[config.mk]
export PLATFORM = sky130hd
export DESIGN_NAME = rcg_mnd_top
export DESIGN_NICKNAME = d
export VERILOG_FILES = /design/src/rtl/rcg_pkg.sv /design/src/rtl/rcg_regs.sv /design/src/rtl/rcg_seq.sv /design/src/rtl/rcg_divider.sv /design/src/rtl/rcg_mnd_top.sv
export SDC_FILE = /design/constraint.sdc
export NUM_CORES = 1
export LEC_CHECK = 0
export BUFFER_PORTS_ARGS = -buffer_cell sky130_fd_sc_hd__buf_2
export CAP_MARGIN = 20
export CORE_AREA = 2 2 141 143
export CTS_CLUSTER_DIAMETER = 30
export DETAILED_ROUTE_END_ITERATION = 8
export DIE_AREA = 0 0 143 145
export PLACE_DENSITY_LB_ADDON = 0.08
export SLEW_MARGIN = 0
export SYNTH_ARGS = -nofsm -noshare
export SYNTH_HDL_FRONTEND = slang
export SYNTH_HIERARCHICAL = 1
export SYNTH_SLANG_ARGS = --single-unit
[constraint.sdc]
create_clock -name clk_i -period 11.5 [get_ports clk_i]
set_input_delay 2.3 -clock clk_i [delete_from_list [all_inputs] [get_ports clk_i]]
set_output_delay 2.3 -clock clk_i [all_outputs]
set_load 0.01 [all_outputs]
[src/rtl/rcg_pkg.sv]
package rcg_pkg;
    localparam int CFG_DIV_LSB  = 0;
    localparam int CFG_DIV_W    = 5;
    localparam int CFG_SRC_LSB  = 8;
    localparam int CFG_SRC_W    = 3;
    localparam int CFG_MODE_LSB = 12;
    localparam int CFG_MODE_W   = 2;

    localparam logic [CFG_MODE_W-1:0] MODE_DUAL = 2'b10;

    localparam int ADR_CFG = 0;
    localparam int ADR_M   = 1;
    localparam int ADR_N   = 2;
    localparam int ADR_D   = 3;
    localparam int ADR_CMD = 4;
    localparam int ADR_TBL = 8;

    localparam int CMD_UPD_BIT = 0;
    localparam int CMD_TBL_BIT = 1;

    typedef struct packed {
        logic [CFG_MODE_W-1:0] mode;
        logic [CFG_SRC_W-1:0]  src;
        logic [CFG_DIV_W-1:0]  div;
    } cfg_word_t;

    typedef enum logic [1:0] {
        ST_RUN    = 2'd0,
        ST_WAIT   = 2'd1,
        ST_COMMIT = 2'd2
    } seq_state_e;
endpackage

[src/rtl/rcg_regs.sv]
module rcg_regs
    import rcg_pkg::*;
#(
    parameter int DW     = 16,
    parameter int MNDW   = 8,
    parameter int LEVELS = 4,
    parameter int AW     = 5,
    parameter int LVLW   = 2
) (
    input  logic            clk_i,
    input  logic            rst_ni,
    input  logic            wr_en_i,
    input  logic [AW-1:0]   wr_addr_i,
    input  logic [DW-1:0]   wr_data_i,
    input  logic [LVLW-1:0] perf_idx_i,
    output cfg_word_t       sh_cfg_o,
    output logic [MNDW-1:0] sh_m_o,
    output logic [MNDW-1:0] sh_n_o,
    output logic [MNDW-1:0] sh_d_o,
    output cfg_word_t       tb_cfg_o,
    output logic [MNDW-1:0] tb_m_o,
    output logic [MNDW-1:0] tb_n_o,
    output logic [MNDW-1:0] tb_d_o,
    output logic            tbl_mode_o,
    output logic            upd_req_o
);
    cfg_word_t       cfg_in;
    logic [MNDW-1:0] val_in;
    logic            unused_wdata;

    assign cfg_in.div  = wr_data_i[CFG_DIV_LSB  +: CFG_DIV_W];
    assign cfg_in.src  = wr_data_i[CFG_SRC_LSB  +: CFG_SRC_W];
    assign cfg_in.mode = wr_data_i[CFG_MODE_LSB +: CFG_MODE_W];
    assign val_in      = wr_data_i[MNDW-1:0];
    assign unused_wdata = ^wr_data_i;

    function automatic logic hit(input logic [AW-1:0] a, input int target);
        return a == AW'(target);
    endfunction

    assign upd_req_o = wr_en_i && hit(wr_addr_i, ADR_CMD) && wr_data_i[CMD_UPD_BIT];

    // staged single configuration and control bit
    always_ff @(posedge clk_i or negedge rst_ni) begin
        if (!rst_ni) begin
            sh_cfg_o   <= '0;
            sh_m_o     <= '0;
            sh_n_o     <= '0;
            sh_d_o     <= '0;
            tbl_mode_o <= 1'b0;
        end else if (wr_en_i) begin
            if (hit(wr_addr_i, ADR_CFG)) sh_cfg_o <= cfg_in;
            if (hit(wr_addr_i, ADR_M))   sh_m_o   <= val_in;
            if (hit(wr_addr_i, ADR_N))   sh_n_o   <= val_in;
            if (hit(wr_addr_i, ADR_D))   sh_d_o   <= val_in;
            if (hit(wr_addr_i, ADR_CMD)) tbl_mode_o <= wr_data_i[CMD_TBL_BIT];
        end
    end

    cfg_word_t       lvl_cfg [LEVELS];
    logic [MNDW-1:0] lvl_m   [LEVELS];
    logic [MNDW-1:0] lvl_n   [LEVELS];
    logic [MNDW-1:0] lvl_d   [LEVELS];

    for (genvar lv = 0; lv < LEVELS; lv++) begin : g_lvl
        localparam int BASE = ADR_TBL + 4 * lv;
        cfg_word_t       r_cfg;
        logic [MNDW-1:0] r_m, r_n, r_d;

        always_ff @(posedge clk_i or negedge rst_ni) begin
            if (!rst_ni) begin
                r_cfg <= '0;
                r_m   <= '0;
                r_n   <= '0;
                r_d   <= '0;
            end else if (wr_en_i) begin
                if (hit(wr_addr_i, BASE))     r_cfg <= cfg_in;
                if (hit(wr_addr_i, BASE + 1)) r_m   <= val_in;
                if (hit(wr_addr_i, BASE + 2)) r_n   <= val_in;
                if (hit(wr_addr_i, BASE + 3)) r_d   <= val_in;
            end
        end

        assign lvl_cfg[lv] = r_cfg;
        assign lvl_m[lv]   = r_m;
        assign lvl_n[lv]   = r_n;
        assign lvl_d[lv]   = r_d;
    end

    assign tb_cfg_o = lvl_cfg[perf_idx_i];
    assign tb_m_o   = lvl_m[perf_idx_i];
    assign tb_n_o   = lvl_n[perf_idx_i];
    assign tb_d_o   = lvl_d[perf_idx_i];
endmodule

[src/rtl/rcg_seq.sv]
module rcg_seq
    import rcg_pkg::*;
#(
    parameter int MNDW = 8,
    parameter int LVLW = 2
) (
    input  logic                 clk_i,
    input  logic                 rst_ni,
    input  logic                 upd_req_i,
    input  logic                 tbl_mode_i,
    input  logic [LVLW-1:0]      perf_idx_i,
    input  logic                 boundary_i,
    input  cfg_word_t            sh_cfg_i,
    input  logic [MNDW-1:0]      sh_m_i,
    input  logic [MNDW-1:0]      sh_n_i,
    input  logic [MNDW-1:0]      sh_d_i,
    input  cfg_word_t            tb_cfg_i,
    input  logic [MNDW-1:0]      tb_m_i,
    input  logic [MNDW-1:0]      tb_n_i,
    input  logic [MNDW-1:0]      tb_d_i,
    output logic [CFG_SRC_W-1:0] act_src_o,
    output logic [CFG_DIV_W-1:0] act_div_o,
    output logic                 act_mnd_o,
    output logic [MNDW-1:0]      act_m_o,
    output logic [MNDW-1:0]      act_n_o,
    output logic [MNDW-1:0]      act_d2_o,
    output logic                 commit_o,
    output logic                 busy_o
);
    seq_state_e state_q, state_d;
    logic [LVLW-1:0] loaded_idx_q;
    logic            from_tbl_q;
    logic            auto_req;

    assign auto_req = tbl_mode_i && from_tbl_q && (perf_idx_i != loaded_idx_q);

    // next state
    always_comb begin
        state_d = state_q;
        unique case (state_q)
            ST_RUN:    if (upd_req_i || auto_req) state_d = ST_WAIT;
            ST_WAIT:   if (boundary_i)            state_d = ST_COMMIT;
            ST_COMMIT: state_d = upd_req_i ? ST_WAIT : ST_RUN;
            default:   state_d = ST_RUN;
        endcase
    end

    // state register
    always_ff @(posedge clk_i or negedge rst_ni) begin
        if (!rst_ni) state_q <= ST_RUN;
        else         state_q <= state_d;
    end

    // outputs of the sequencer
    always_comb begin
        commit_o = 1'b0;
        busy_o   = 1'b1;
        unique case (state_q)
            ST_RUN:    busy_o   = 1'b0;
            ST_WAIT:   busy_o   = 1'b1;
            ST_COMMIT: commit_o = 1'b1;
            default:   busy_o   = 1'b0;
        endcase
    end

    // pick the staged or table set and decode it
    cfg_word_t       pick_cfg;
    logic [MNDW-1:0] pick_m, pick_n, pick_d;

    always_comb begin
        if (tbl_mode_i) begin
            pick_cfg = tb_cfg_i;
            pick_m   = tb_m_i;
            pick_n   = tb_n_i;
            pick_d   = tb_d_i;
        end else begin
            pick_cfg = sh_cfg_i;
            pick_m   = sh_m_i;
            pick_n   = sh_n_i;
            pick_d   = sh_d_i;
        end
    end

    always_ff @(posedge clk_i or negedge rst_ni) begin
        if (!rst_ni) begin
            act_src_o    <= '0;
            act_div_o    <= CFG_DIV_W'(1);
            act_mnd_o    <= 1'b0;
            act_m_o      <= '0;
            act_n_o      <= '0;
            act_d2_o     <= '0;
            loaded_idx_q <= '0;
            from_tbl_q   <= 1'b0;
        end else if (commit_o) begin
            act_src_o    <= pick_cfg.src;
            act_div_o    <= (pick_cfg.div < CFG_DIV_W'(2)) ? CFG_DIV_W'(1) : pick_cfg.div;
            act_mnd_o    <= (pick_m != '0) && (pick_cfg.mode == MODE_DUAL);
            act_m_o      <= pick_m;
            act_n_o      <= ~pick_n + pick_m;
            act_d2_o     <= ~pick_d;
            loaded_idx_q <= perf_idx_i;
            from_tbl_q   <= tbl_mode_i;
        end
    end
endmodule

[src/rtl/rcg_divider.sv]
module rcg_divider
    import rcg_pkg::*;
#(
    parameter int NSRC = 4,
    parameter int MNDW = 8
) (
    input  logic                 clk_i,
    input  logic                 rst_ni,
    input  logic                 commit_i,
    input  logic [NSRC-1:0]      src_en_i,
    input  logic [CFG_SRC_W-1:0] src_i,
    input  logic [CFG_DIV_W-1:0] div_i,
    input  logic                 mnd_i,
    input  logic [MNDW-1:0]      m_i,
    input  logic [MNDW-1:0]      n_i,
    input  logic [MNDW-1:0]      d2_i,
    output logic                 out_tick_o,
    output logic                 clk_out_o
);
    logic                 sel_tick, pre_tick, wrap;
    logic [CFG_DIV_W-1:0] dcnt_q;
    logic [MNDW-1:0]      acc_q, acc_nx;
    logic [MNDW:0]        sum;

    always_comb begin
        sel_tick = 1'b0;
        for (int s = 0; s < NSRC; s++)
            if (src_i == CFG_SRC_W'(s)) sel_tick = src_en_i[s];
    end

    assign pre_tick = sel_tick && (dcnt_q == div_i - CFG_DIV_W'(1));

    // integer pre-divider
    always_ff @(posedge clk_i or negedge rst_ni) begin
        if (!rst_ni)       dcnt_q <= '0;
        else if (commit_i) dcnt_q <= '0;
        else if (sel_tick) dcnt_q <= pre_tick ? '0 : dcnt_q + CFG_DIV_W'(1);
    end

    // fractional accumulator, modulo N
    assign sum    = {1'b0, acc_q} + {1'b0, m_i};
    assign wrap   = sum >= {1'b0, n_i};
    assign acc_nx = wrap ? MNDW'(sum - {1'b0, n_i}) : sum[MNDW-1:0];

    always_ff @(posedge clk_i or negedge rst_ni) begin
        if (!rst_ni)                 acc_q <= '0;
        else if (commit_i)           acc_q <= '0;
        else if (pre_tick && mnd_i)  acc_q <= acc_nx;
    end

    always_ff @(posedge clk_i or negedge rst_ni) begin
        if (!rst_ni) begin
            out_tick_o <= 1'b0;
            clk_out_o  <= 1'b0;
        end else if (commit_i) begin
            out_tick_o <= 1'b0;
            clk_out_o  <= 1'b0;
        end else if (mnd_i) begin
            out_tick_o <= pre_tick && wrap;
            if (pre_tick) clk_out_o <= {acc_nx, 1'b0} < {1'b0, d2_i};
        end else begin
            out_tick_o <= pre_tick;
            clk_out_o  <= pre_tick;
        end
    end
endmodule

[src/rtl/rcg_mnd_top.sv]
module rcg_mnd_top
    import rcg_pkg::*;
#(
    parameter int NSRC   = 4,
    parameter int MNDW   = 8,
    parameter int LEVELS = 4,
    parameter int DW     = 16,
    parameter int AW     = $clog2(ADR_TBL + 4 * LEVELS),
    parameter int LVLW   = (LEVELS > 1) ? $clog2(LEVELS) : 1
) (
    input  logic            clk_i,
    input  logic            rst_ni,
    input  logic [NSRC-1:0] src_en_i,
    input  logic            wr_en_i,
    input  logic [AW-1:0]   wr_addr_i,
    input  logic [DW-1:0]   wr_data_i,
    input  logic [LVLW-1:0] perf_idx_i,
    output logic            out_tick_o,
    output logic            clk_out_o,
    output logic            upd_busy_o
);
    cfg_word_t            sh_cfg, tb_cfg;
    logic [MNDW-1:0]      sh_m, sh_n, sh_d, tb_m, tb_n, tb_d;
    logic                 tbl_mode, upd_req, commit, boundary, src_bad;
    logic [CFG_SRC_W-1:0] act_src;
    logic [CFG_DIV_W-1:0] act_div;
    logic                 act_mnd;
    logic [MNDW-1:0]      act_m, act_n, act_d2;

    assign src_bad  = act_src >= CFG_SRC_W'(NSRC);
    assign boundary = out_tick_o || src_bad;

    rcg_regs #(
        .DW(DW), .MNDW(MNDW), .LEVELS(LEVELS), .AW(AW), .LVLW(LVLW)
    ) i_regs (
        .clk_i(clk_i), .rst_ni(rst_ni),
        .wr_en_i(wr_en_i), .wr_addr_i(wr_addr_i), .wr_data_i(wr_data_i),
        .perf_idx_i(perf_idx_i),
        .sh_cfg_o(sh_cfg), .sh_m_o(sh_m), .sh_n_o(sh_n), .sh_d_o(sh_d),
        .tb_cfg_o(tb_cfg), .tb_m_o(tb_m), .tb_n_o(tb_n), .tb_d_o(tb_d),
        .tbl_mode_o(tbl_mode), .upd_req_o(upd_req)
    );

    rcg_seq #(.MNDW(MNDW), .LVLW(LVLW)) i_seq (
        .clk_i(clk_i), .rst_ni(rst_ni),
        .upd_req_i(upd_req), .tbl_mode_i(tbl_mode), .perf_idx_i(perf_idx_i),
        .boundary_i(boundary),
        .sh_cfg_i(sh_cfg), .sh_m_i(sh_m), .sh_n_i(sh_n), .sh_d_i(sh_d),
        .tb_cfg_i(tb_cfg), .tb_m_i(tb_m), .tb_n_i(tb_n), .tb_d_i(tb_d),
        .act_src_o(act_src), .act_div_o(act_div), .act_mnd_o(act_mnd),
        .act_m_o(act_m), .act_n_o(act_n), .act_d2_o(act_d2),
        .commit_o(commit), .busy_o(upd_busy_o)
    );

    rcg_divider #(.NSRC(NSRC), .MNDW(MNDW)) i_div (
        .clk_i(clk_i), .rst_ni(rst_ni), .commit_i(commit),
        .src_en_i(src_en_i), .src_i(act_src), .div_i(act_div),
        .mnd_i(act_mnd), .m_i(act_m), .n_i(act_n), .d2_i(act_d2),
        .out_tick_o(out_tick_o), .clk_out_o(clk_out_o)
    );
endmodule

==> flow_summary.toml, run 1 <==
[yosys]
asyncSetResetFlopFracSynth_pct = 100
synthesis.instances = 842
netlist.top_cell.by_area = "dfrtp_1"
yosysWarningCount = 6
synth-seq-area-share_pct = 49.2
syn-cell-area_mm2 = 0.0114
netlist-cell-type-count = 75
synth_fp_nets = 912
syn_area_per_cell_um2 = 13.5
ys_seq_elements = 224
yosysTopAreaCellShare_pct = 49.0
synth-main-ff-cell = "dfrtp_1"
yosys-top-cells-area = "dfrtp_1 (49%), mux2_2 (17%), mux4_2 (6.9%), ha_1 (4.1%), mux2_4 (2.6%)"
number_of_enable_flip_flop_cells_after_synthesis = 0

[grt]
number_of_antenna_violations_at_the_first_check_in_global_routing = 0
global_route.usage.total_pct = 25.4
globalRouteOverflowTotal = 0
global_route_wire_length_before_repair_um = 41400
vias_in_the_first_global_route = 7638
grt_start_max_net_pins = 139

[place]
port_buffers = 29
place.detailed.hpwl_um = 16100
routabilityCongestion = 0.867
placement.cell_area_mm2 = 0.0117

[clock_network]
hold_buffers = 0
htreeDepth = 2
tritoncts.num_buffers = 46
tritoncts_sink_count = 224
clock_tree.root_cell = "clkbuf_16"
cts_tree = "done"
clkLatencyLatePin_ns = 0.51
clk_pin_slew_ns = 0.05
postCtsSetupRepairBufs = 0
clock_path_buffers = 3
cts_resized = 0

[critical_path]
sort_of_element_at_the_start_of_the_critical_path = "input pin"
r2r-start = "i_seq/act_m_o[0]"
critPathRequiredTime_ns = 11.88
arrival_ns = 5.60
critical_path.endpoint_type = "register"
cp-startpoint = "perf_idx_i[0]"
worstPathMaxFanout = 36
critPathKind = "in -> reg"

[layout]
fin_nets = 957
post_route_cells_drive_above_1_share_pct = 39.1
fin_util_pct = 69.7
synthToLayoutAreaGrowth_pct = 17.5
antenna_cells = 0
design_area_mm2 = 0.0134

[run_status]
outcome = "completed"

[timing]
grt_setup_unrepaired = "false"
fmax_mhz = 192
worst_clock_skew_ns = 0.0179
timing_hold_violations_final = 0
slew_violations = 0
timing.hold.ws_ns = 0.481
timing_worst_slew_pin_value_ns = 1.02
final_min_period_over_clock_period_pct = 45.4
timing.final.setup_violations = 0
final.setup.tns_ns = 0
layout_min_cycle_time_ns = 5.22
maxSlewHeadroom_pct = 31.8

[detailed_routing]
drtAntennaViolNets = 0
num_vias = 7092
drc_errors = 0
via_per_inst = 5.98
drt_iter0_drc = 367
drt_total_wl_um = 25100
drt_first_pass_iters = 5
routedWlPerCell_um = 21.2

[floorplan]
coreArea_mm2 = 0.0192
dieHeight_um = 145
boundary_pin_count = 33
start_util_pct = 59.3
die_width_um = 143
num_rows = 51
die_area_mm2 = 0.0207

[power_and_ir_drop]
power_density_mw_per_mm2 = 265
irDropWorstVdd_v = 0.000174
cellLeakagePower_nw = 6.18

[job]
max_cap_violations = 0

[worst_hold_path]
min-delay-path-class = "reg -> reg"
timing.hold.worst.start = "i_regs/g_lvl[2].r_d[7]"
## layout by cell type (no fill, tap or decap), types with 6 or more instances in the layout
master / n
nand2_1: 20
clkbuf_16: 46
a22o_1: 9
mux2_2: 172
buf_2: 28
mux4_2: 35
o21ai_0: 11
mux2_4: 20
xnor2_1: 15
bufinv_16: 9
mux2_1: 6
clkbuf_8: 7
mux2i_1: 27
nor3_1: 7
nor2b_1: 8
a211oi_1: 6
a21oi_1: 32
nor2_1: 41
dfrtp_1: 222
inv_1: 35
nor2_2: 6
clkbuf_1: 6
ha_1: 36
## sequential cells by signal, summed over array words and instances, names as in the netlist
name / flops
i_regs/g_lvl.r_d: 32
i_seq/act_d2_o: 8
i_seq/act_n_o: 8
i_div/acc_q: 8
i_seq/loaded_idx_q: 2
i_regs/sh_n_o: 8
i_seq/state_q: 2
i_seq/act_m_o: 8
i_regs/g_lvl.r_m: 32
i_regs/sh_d_o: 8
i_seq/act_div_o: 5
i_regs/sh_m_o: 8
i_regs/g_lvl.r_n: 32
i_seq/act_mnd_o: 1
i_regs/g_lvl.r_cfg: 40
i_div/dcnt_q: 5
i_regs/tbl_mode_o: 1
i_div/out_tick_o: 1
i_seq/from_tbl_q: 1
i_seq/act_src_o: 3
i_regs/sh_cfg_o: 10
i_div/clk_out_o: 1
## power breakdown
group	switching (mW)	internal, mW	leakage [nW]
logic	0.540	0.510	2.57
clock network	0.411	0.976	0.792
registers	0.123	0.984	2.82
## Yosys cell counts (5+ instances only)
cell and instances:
dfrtp_1 223, mux2_2 172, nor2_1 41, ha_1 37
inv_1 35, mux4_2 35, a21oi_1 32, mux2i_1 27
mux2_4 20, nand2_1 20, xnor2_1 15, clkbuf_1 14
o21ai_0 11, buf_2 10, a22o_1 9, nor2b_1 8
nor3_1 7, a211oi_1 6, buf_1 6, mux2_1 6
nor2_2 6, a21o_1 5, nand2b_1 5, o21a_1 5
## stage by stage
step | power [mW] | setup slack, ns | instances
6_report | 3.54 | 6.28 | 1185
5_1_grt | 3.75 | 6.05 | 1185
4_1_cts | 3.56 | 6.31 | 1184
3_5_place_dp | 2.15 | 5.79 | 1103
3_3_place_gp | 2.09 | 5.86 | 1103
2_1_floorplan | 1.90 | 6.38 | 842
## worst max-delay path: stages
cell and delay (ns):
buf_2 0.08, buf_4 0.64, mux4_2 0.64, mux2_2 0.34, ha_1 0.26, fa_1 0.44
a21oi_1 0.21, o31ai_1 0.11, a2111o_1 0.42, o311ai_0 0.10
## cell families (layout without fill, tap and decap cells)
kind of cell	after synthesis	count (layout)	synth area share, %
AND/OR/NAND/NOR	123	123	5.92
flip-flops	224	224	49.2
buffers and inverters	73	151	2.91
XOR/XNOR	19	19	1.58
multiplexers	261	261	29.6
adder cells (fa/ha/maj)	40	40	4.59
AO/OA/AOI/OAI	102	102	6.15
## final timing paths
path | to | slack, ns | depth (start not counted)
min in group asynchronous | i_seq/loaded_idx_q[1] | 1.93 | 1
max | i_seq/act_n_o[6] | 6.28 | 10
max in group asynchronous | i_seq/act_n_o[5] | 8.21 | 3
min reg2reg | i_regs/g_lvl[2].r_d[7] | 0.48 | 1
max reg2reg | i_div/clk_out_o | 6.83 | 19
min | i_regs/g_lvl[2].r_d[7] | 0.48 | 1
## layout make-up
type / instances / area [um2]
clock buffers: 59 / 1270
clock inverters: 22 / 372
fillers: 1297 / 5820
inverters: 35 / 131
multi-input cells: 545 / 5460
flip-flops and latches: 224 / 5610
well taps: 265 / 332
repair buffers: 35 / 220
## layer usage
layer  up-vias  GRT usage (%)  share of wire [%]
met5         -              0                  0
met4         0           6.53                2.0
met3        44           4.65                4.9
met2       182           41.0                 49
met1      3655           35.8                 44
li1       3211              -                  -
Power figures use the tool's default switching activity.
==> run 2: changes to the inputs <==
--- a/config.mk
+++ b/config.mk
@@ -7,10 +7,10 @@
 export LEC_CHECK = 0
 export BUFFER_PORTS_ARGS = -buffer_cell sky130_fd_sc_hd__buf_2
 export CAP_MARGIN = 20
-export CORE_AREA = 2 2 141 143
+export CORE_AREA = 2 2 145 147
 export CTS_CLUSTER_DIAMETER = 30
 export DETAILED_ROUTE_END_ITERATION = 8
-export DIE_AREA = 0 0 143 145
+export DIE_AREA = 0 0 147 149
 export PLACE_DENSITY_LB_ADDON = 0.08
 export SLEW_MARGIN = 0
 export SYNTH_ARGS = -nofsm -noshare
==> constraint.sdc (replaced) <==
create_clock -name clk_i -period 4.4 [get_ports clk_i]
set_input_delay 0.88 -clock clk_i [delete_from_list [all_inputs] [get_ports clk_i]]
set_output_delay 0.88 -clock clk_i [all_outputs]
set_load 0.01 [all_outputs]
==> flow_summary.toml, run 2 (synthesized netlist as in run 1, its figures left out) <==
[run_status]
outcome = "completed"

[timing]
timing_hold_violations_final = 0
timing.final.setup_violations = 0
worst_clock_skew_ns = 0.0183
fmax_mhz = 238
maxSlewHeadroom_pct = 37.1
final_min_period_over_clock_period_pct = 95.5
layout_min_cycle_time_ns = 4.20
slew_violations = 0
timing_worst_slew_pin_value_ns = 0.942
setup_ws_ns = 0.196

[critical_path]
r2r-start = "i_seq/act_m_o[0]"
arrival_ns = 4.64
timing.rr.end = "i_div/clk_out_o"
cp-startpoint = "i_seq/act_m_o[0]"
critPathRequiredTime_ns = 4.84
critPathKind = "reg -> reg"
worst-r2r-setup-slack_ns = 0.20
reg2reg_depth = 19
worstPathMaxFanout = 4
critical_path.endpoint_type = "register"
sort_of_element_at_the_start_of_the_critical_path = "register"

[clock_network]
clk_pin_slew_ns = 0.04
clock_path_buffers = 3
tritoncts.num_buffers = 49
htreeDepth = 2
clock_tree.root_cell = "clkbuf_16"
cts_tree = "done"
tritoncts_sink_count = 224
hold_buffers = 0
clkLatencyLatePin_ns = 0.54

[layout]
finalNonFillerCells = 1220
leading_cell_type_in_the_layout_fill_and_taps_excluded = "dfrtp_1"
largest_register_ffs = 40
synthToLayoutAreaGrowth_pct = 20.3
registers.top_by_ff_count = "i_regs/g_lvl.r_cfg"
commonest_cells_after_routing_fill_and_taps_aside = "dfrtp_1 (222), mux2_2 (172), clkbuf_16 (51)"
fin_util_pct = 66.7
fin_nets = 974
multiInputGateArea_mm2 = 0.00552
n_fill_cell = 1496
post_route_cells_drive_above_1_share_pct = 42.1
antenna_cells = 0
seqCellArea_mm2 = 0.00561

[detailed_routing]
dr_wl_met2_um = 12400
drt_total_wl_um = 25600
met1_length_um = 11700
drt_iter0_drc = 361
drt_first_pass_iters = 4
highest_layer = "met4"
route.met3.wl_um = 743
num_vias = 7097
via_per_inst = 5.82
routedWlPerCell_um = 21.0
drtAntennaViolNets = 0
drc_errors = 0

[worst_hold_path]
min-delay-path-class = "in -> async"

[grt]
global_route_wire_length_before_repair_um = 41700
global_route.usage.total_pct = 24.4
globalRouteOverflowTotal = 0
grt_start_max_net_pins = 118
vias_in_the_first_global_route = 7721
number_of_antenna_violations_at_the_first_check_in_global_routing = 0

[place]
routabilityCongestion = 0.831
worst_setup_slack_post_dpl_ns = -0.0146
port_buffers = 29
placed_cells_incl_taps = 1122
place.detailed.hpwl_um = 16900

[floorplan]
boundary_pin_count = 33
die_width_um = 147
die_area_mm2 = 0.0219
num_rows = 53
dieHeight_um = 149
coreArea_mm2 = 0.0206
start_util_pct = 55.4

[power_and_ir_drop]
power_density_mw_per_mm2 = 705
irDropWorstVdd_v = 0.000401
cellLeakagePower_nw = 6.34

[job]
max_cap_violations = 0
==> run 2: worst max-delay path by stage <==
stage,endpoint,slack (ns),depth (start not counted)
floorplan,i_div/clk_out_o,0.54,19
global route,i_div/clk_out_o,-0.05,18
finish,i_div/clk_out_o,0.20,19
global placement,i_div/clk_out_o,0.03,19
detailed placement,i_div/clk_out_o,-0.01,19
CTS,i_div/clk_out_o,0.04,18
==> run 2: layout make-up <==
type | count | share of cell area [%]
tap | 275 | 2.51
inverter | 35 | 0.959
multi-input combinational | 545 | 40.3
clock buffer | 66 | 10.4
clock inverter | 26 | 2.60
sequential | 224 | 40.9
timing repair buffer | 49 | 2.32
==> run 2: critical path: stages (launching register included) <==
cell      delay (ns)
dfrtp_1         0.38
ha_2            0.22
fa_2            0.39
a21o_1          0.20
a21oi_2         0.16
xnor2_2         0.10
ha_1            0.37
a211oi_2        0.29
nor2_2          0.10
o31ai_4         0.28
nand2_2         0.14
buf_4           0.16
mux2_2          0.27
ha_1            0.27
o21a_1          0.10
o31ai_1         0.07
a21oi_1         0.12
nor3_2          0.23
o211ai_1        0.13
o22ai_1         0.14
==> run 2: power breakdown <==
part / internal, mW / leakage, nW / switching [mW]
Combinational: 1.46 / 2.65 / 1.44
Sequential: 2.57 / 2.82 / 0.344
Clock: 2.72 / 0.874 / 1.13
Total: 6.75 / 6.34 / 2.91
==> run 2: repair_timing <==
item / in CTS / in global routing
setup buffers: 0 / 6
resized for setup: 1 / 15
pin swaps: 1 / 13
setup endpoints to repair: 1 / 1
==> run 2: metal layers <==
metal	vias up	global-route usage [%]
li1	3242	-
met1	3674	32.5
met2	131	41.2
met3	50	3.85
met4	0	8.51
met5	-	0
==> run 2: stage by stage <==
stage | cell area, um2 | power, mW | hold WS (ns) | TNS [ns]
finish | 13700 | 9.66 | 0.434 | 0
global route | 13700 | 10.2 | 0.507 | -0.0507
detailed placement | 11800 | 5.65 | 0.480 | -0.0146
CTS | 13600 | 9.59 | 0.489 | 0
floorplan | 11400 | 4.96 | 0.452 | 0
global placement | 11800 | 5.52 | 0.463 | 0
==> run 3: changes to the inputs <==
--- a/config.mk
+++ b/config.mk
@@ -12,6 +12,8 @@
 export DETAILED_ROUTE_END_ITERATION = 8
 export DIE_AREA = 0 0 147 149
 export PLACE_DENSITY_LB_ADDON = 0.08
+export REMOVE_ABC_BUFFERS = 1
+export SETUP_SLACK_MARGIN = 0.2
 export SLEW_MARGIN = 0
 export SYNTH_ARGS = -nofsm -noshare
 export SYNTH_HDL_FRONTEND = slang
==> flow_summary.toml, run 3 (synthesized netlist as in run 1, its figures left out) <==
[run_status]
outcome = "completed"

[layout]
post_route_cells_drive_above_1_share_pct = 41.8
fin_nets = 975
largest_register_ffs = 40
leading_cell_type_in_the_layout_fill_and_taps_excluded = "dfrtp_1"
registers.top_by_ff_count = "i_regs/g_lvl.r_cfg"
synthToLayoutAreaGrowth_pct = 19.9
antenna_cells = 0
commonest_cells_after_routing_fill_and_taps_aside = "dfrtp_1 (222), mux2_2 (172), clkbuf_16 (46)"
n_fill_cell = 1496

[critical_path]
reg2reg_depth = 20
critPathRequiredTime_ns = 4.80
timing.rr.end = "i_div/clk_out_o"
critPathKind = "reg -> reg"
arrival_ns = 4.47
timing.critical_path.to = "i_div/clk_out_o"
worstPathMaxFanout = 5
worst-r2r-setup-slack_ns = 0.33
cp-startpoint = "i_div/acc_q[0]"
critical_path.endpoint_type = "register"
sort_of_element_at_the_start_of_the_critical_path = "register"
r2r-start = "i_div/acc_q[0]"

[detailed_routing]
routedWlPerCell_um = 21.4
num_vias = 7148
drt_total_wl_um = 26000
drc_errors = 0
drt_first_pass_iters = 5
drtAntennaViolNets = 0
via_per_inst = 5.88
drt_iter0_drc = 356

[timing]
timing_worst_slew_pin_value_ns = 1.17
grt_setup_unrepaired = "false"
timing.hold.ws_ns = 0.347
maxSlewHeadroom_pct = 22.1
worst_clock_skew_ns = 0.0354
fmax_mhz = 246
final_min_period_over_clock_period_pct = 92.4
timing_hold_violations_final = 0
layout_min_cycle_time_ns = 4.07
slew_violations = 0
timing.final.setup_violations = 0

[clock_network]
tritoncts.num_buffers = 46
clock_path_buffers = 3
clkLatencyLatePin_ns = 0.54
clock_tree.root_cell = "clkbuf_16"
clk_pin_slew_ns = 0.05
tritoncts_sink_count = 224
cts_tree = "done"
hold_buffers = 0
htreeDepth = 2

[grt]
groute.layer.met2.usage_pct = 41.3
vias_in_the_first_global_route = 7758
busiest_layer = "met2"
global_route_wire_length_before_repair_um = 42500
grt_util_met1_pct = 33.9
globalRouteOverflowTotal = 0
grt_start_max_net_pins = 110
global_route.usage.total_pct = 24.9
number_of_antenna_violations_at_the_first_check_in_global_routing = 0
grt.met3_usage_pct = 4.28

[power_and_ir_drop]
switching_share_pct = 30.9
cellLeakagePower_nw = 6.28
irDropWorstVdd_v = 0.000473
net-switching-power_mw = 2.98
power_mw = 9.63
power_density_mw_per_mm2 = 705
p_seq_share_pct = 30.3
share_clk_of_total_power_pct = 37.9
cellInternalPower_mw = 6.65
power_frac_comb_pct = 31.7

[floorplan]
boundary_pin_count = 33
num_rows = 53
coreArea_mm2 = 0.0206
start_util_pct = 55.4
die_width_um = 147
dieHeight_um = 149
die_area_mm2 = 0.0219

[place]
place.detailed.hpwl_um = 17400
port_buffers = 29
routabilityCongestion = 0.857

[job]
max_cap_violations = 0

[worst_hold_path]
min-delay-path-class = "in -> async"
-- run 3: cell types whose count changed in the layout (fill, tap and decap cells not counted), sizes merged --
cell	change
clkinv	-7
clkbuf	-5
buf	+4
bufinv	+1
clkinvlp	+1
inv	+1
-- run 3: worst max-delay path, stage by stage (launching register included) --
cell and delay (ns):
dfrtp_1 0.41, ha_4 0.19, fa_2 0.39, a211oi_2 0.23, o21bai_1 0.10, a21oi_2 0.14, xnor2_1 0.10, ha_1 0.33
nand4_1 0.15, buf_4 0.17, o21ai_2 0.16, a21oi_2 0.07, nand2_4 0.14, mux2_2 0.36, ha_1 0.27, o21a_1 0.16
o31ai_4 0.08, a21oi_2 0.16, nor3_2 0.06, o211ai_1 0.18, o22ai_1 0.10
-- run 3: power by group through the flow --
stage,Combinational [mW],Clock [mW],Sequential [mW]
floorplan,2.08,0,2.83
global placement,2.63,0,2.89
detailed placement,2.73,0,2.94
CTS,2.82,3.70,2.92
global route,3.37,3.83,2.99
finish,3.06,3.65,2.92
-- run 3: routing by layer --
metal	part of all wire (%)	wire length [um]
met4	2.5	661
met2	49	12600
met1	45	11700
met5	0	0
met3	3.7	972
-- run 3: stage by stage --
step,std cells,TNS [ns],instance area [um2],worst slack [ns],util (%)
CTS,1207,0,13500,0.204,65.7
finish,1215,0,13700,0.334,66.5
detailed placement,1123,-0.0947,11800,-0.0947,57.4
floorplan,804,0,11200,0.488,-
global route,1215,0,13700,0.159,66.5
global placement,1123,0,11800,0.0173,57.4
-- run 3: layout make-up --
class / instances / area, um2 / area share (%)
Multi-Input combinational cell: 545 / 5580 / 40.8
Clock inverter: 22 / 408 / 2.99
Inverter: 35 / 131 / 0.962
Tap cell: 275 / 344 / 2.52
Clock buffer: 61 / 1260 / 9.20
Timing Repair Buffer: 53 / 335 / 2.45
Sequential cell: 224 / 5610 / 41.0
-- run 3: how the worst min path moves through the flow --
stage               cells past startpoint                   start  slack, ns                      to
floorplan                               2        i_seq/act_n_o[3]       0.45        i_seq/act_n_o[3]
global placement                        1  i_regs/g_lvl[2].r_d[6]       0.46  i_regs/g_lvl[2].r_d[6]
detailed placement                      1  i_regs/g_lvl[2].r_d[0]       0.48  i_regs/g_lvl[2].r_d[0]
CTS                                     1                  rst_ni       0.41         i_div/dcnt_q[0]
global route                            1                  rst_ni       0.43         i_div/dcnt_q[0]
finish                                  1                  rst_ni       0.35         i_div/dcnt_q[0]
-- run 3: repair_timing --
item / in CTS / in global routing
pin swaps: 2 / 21
cloned: 0 / 0
gates resized for setup: 7 / 20
setup endpoints to repair: 1 / 1
setup buffers: 1 / 8
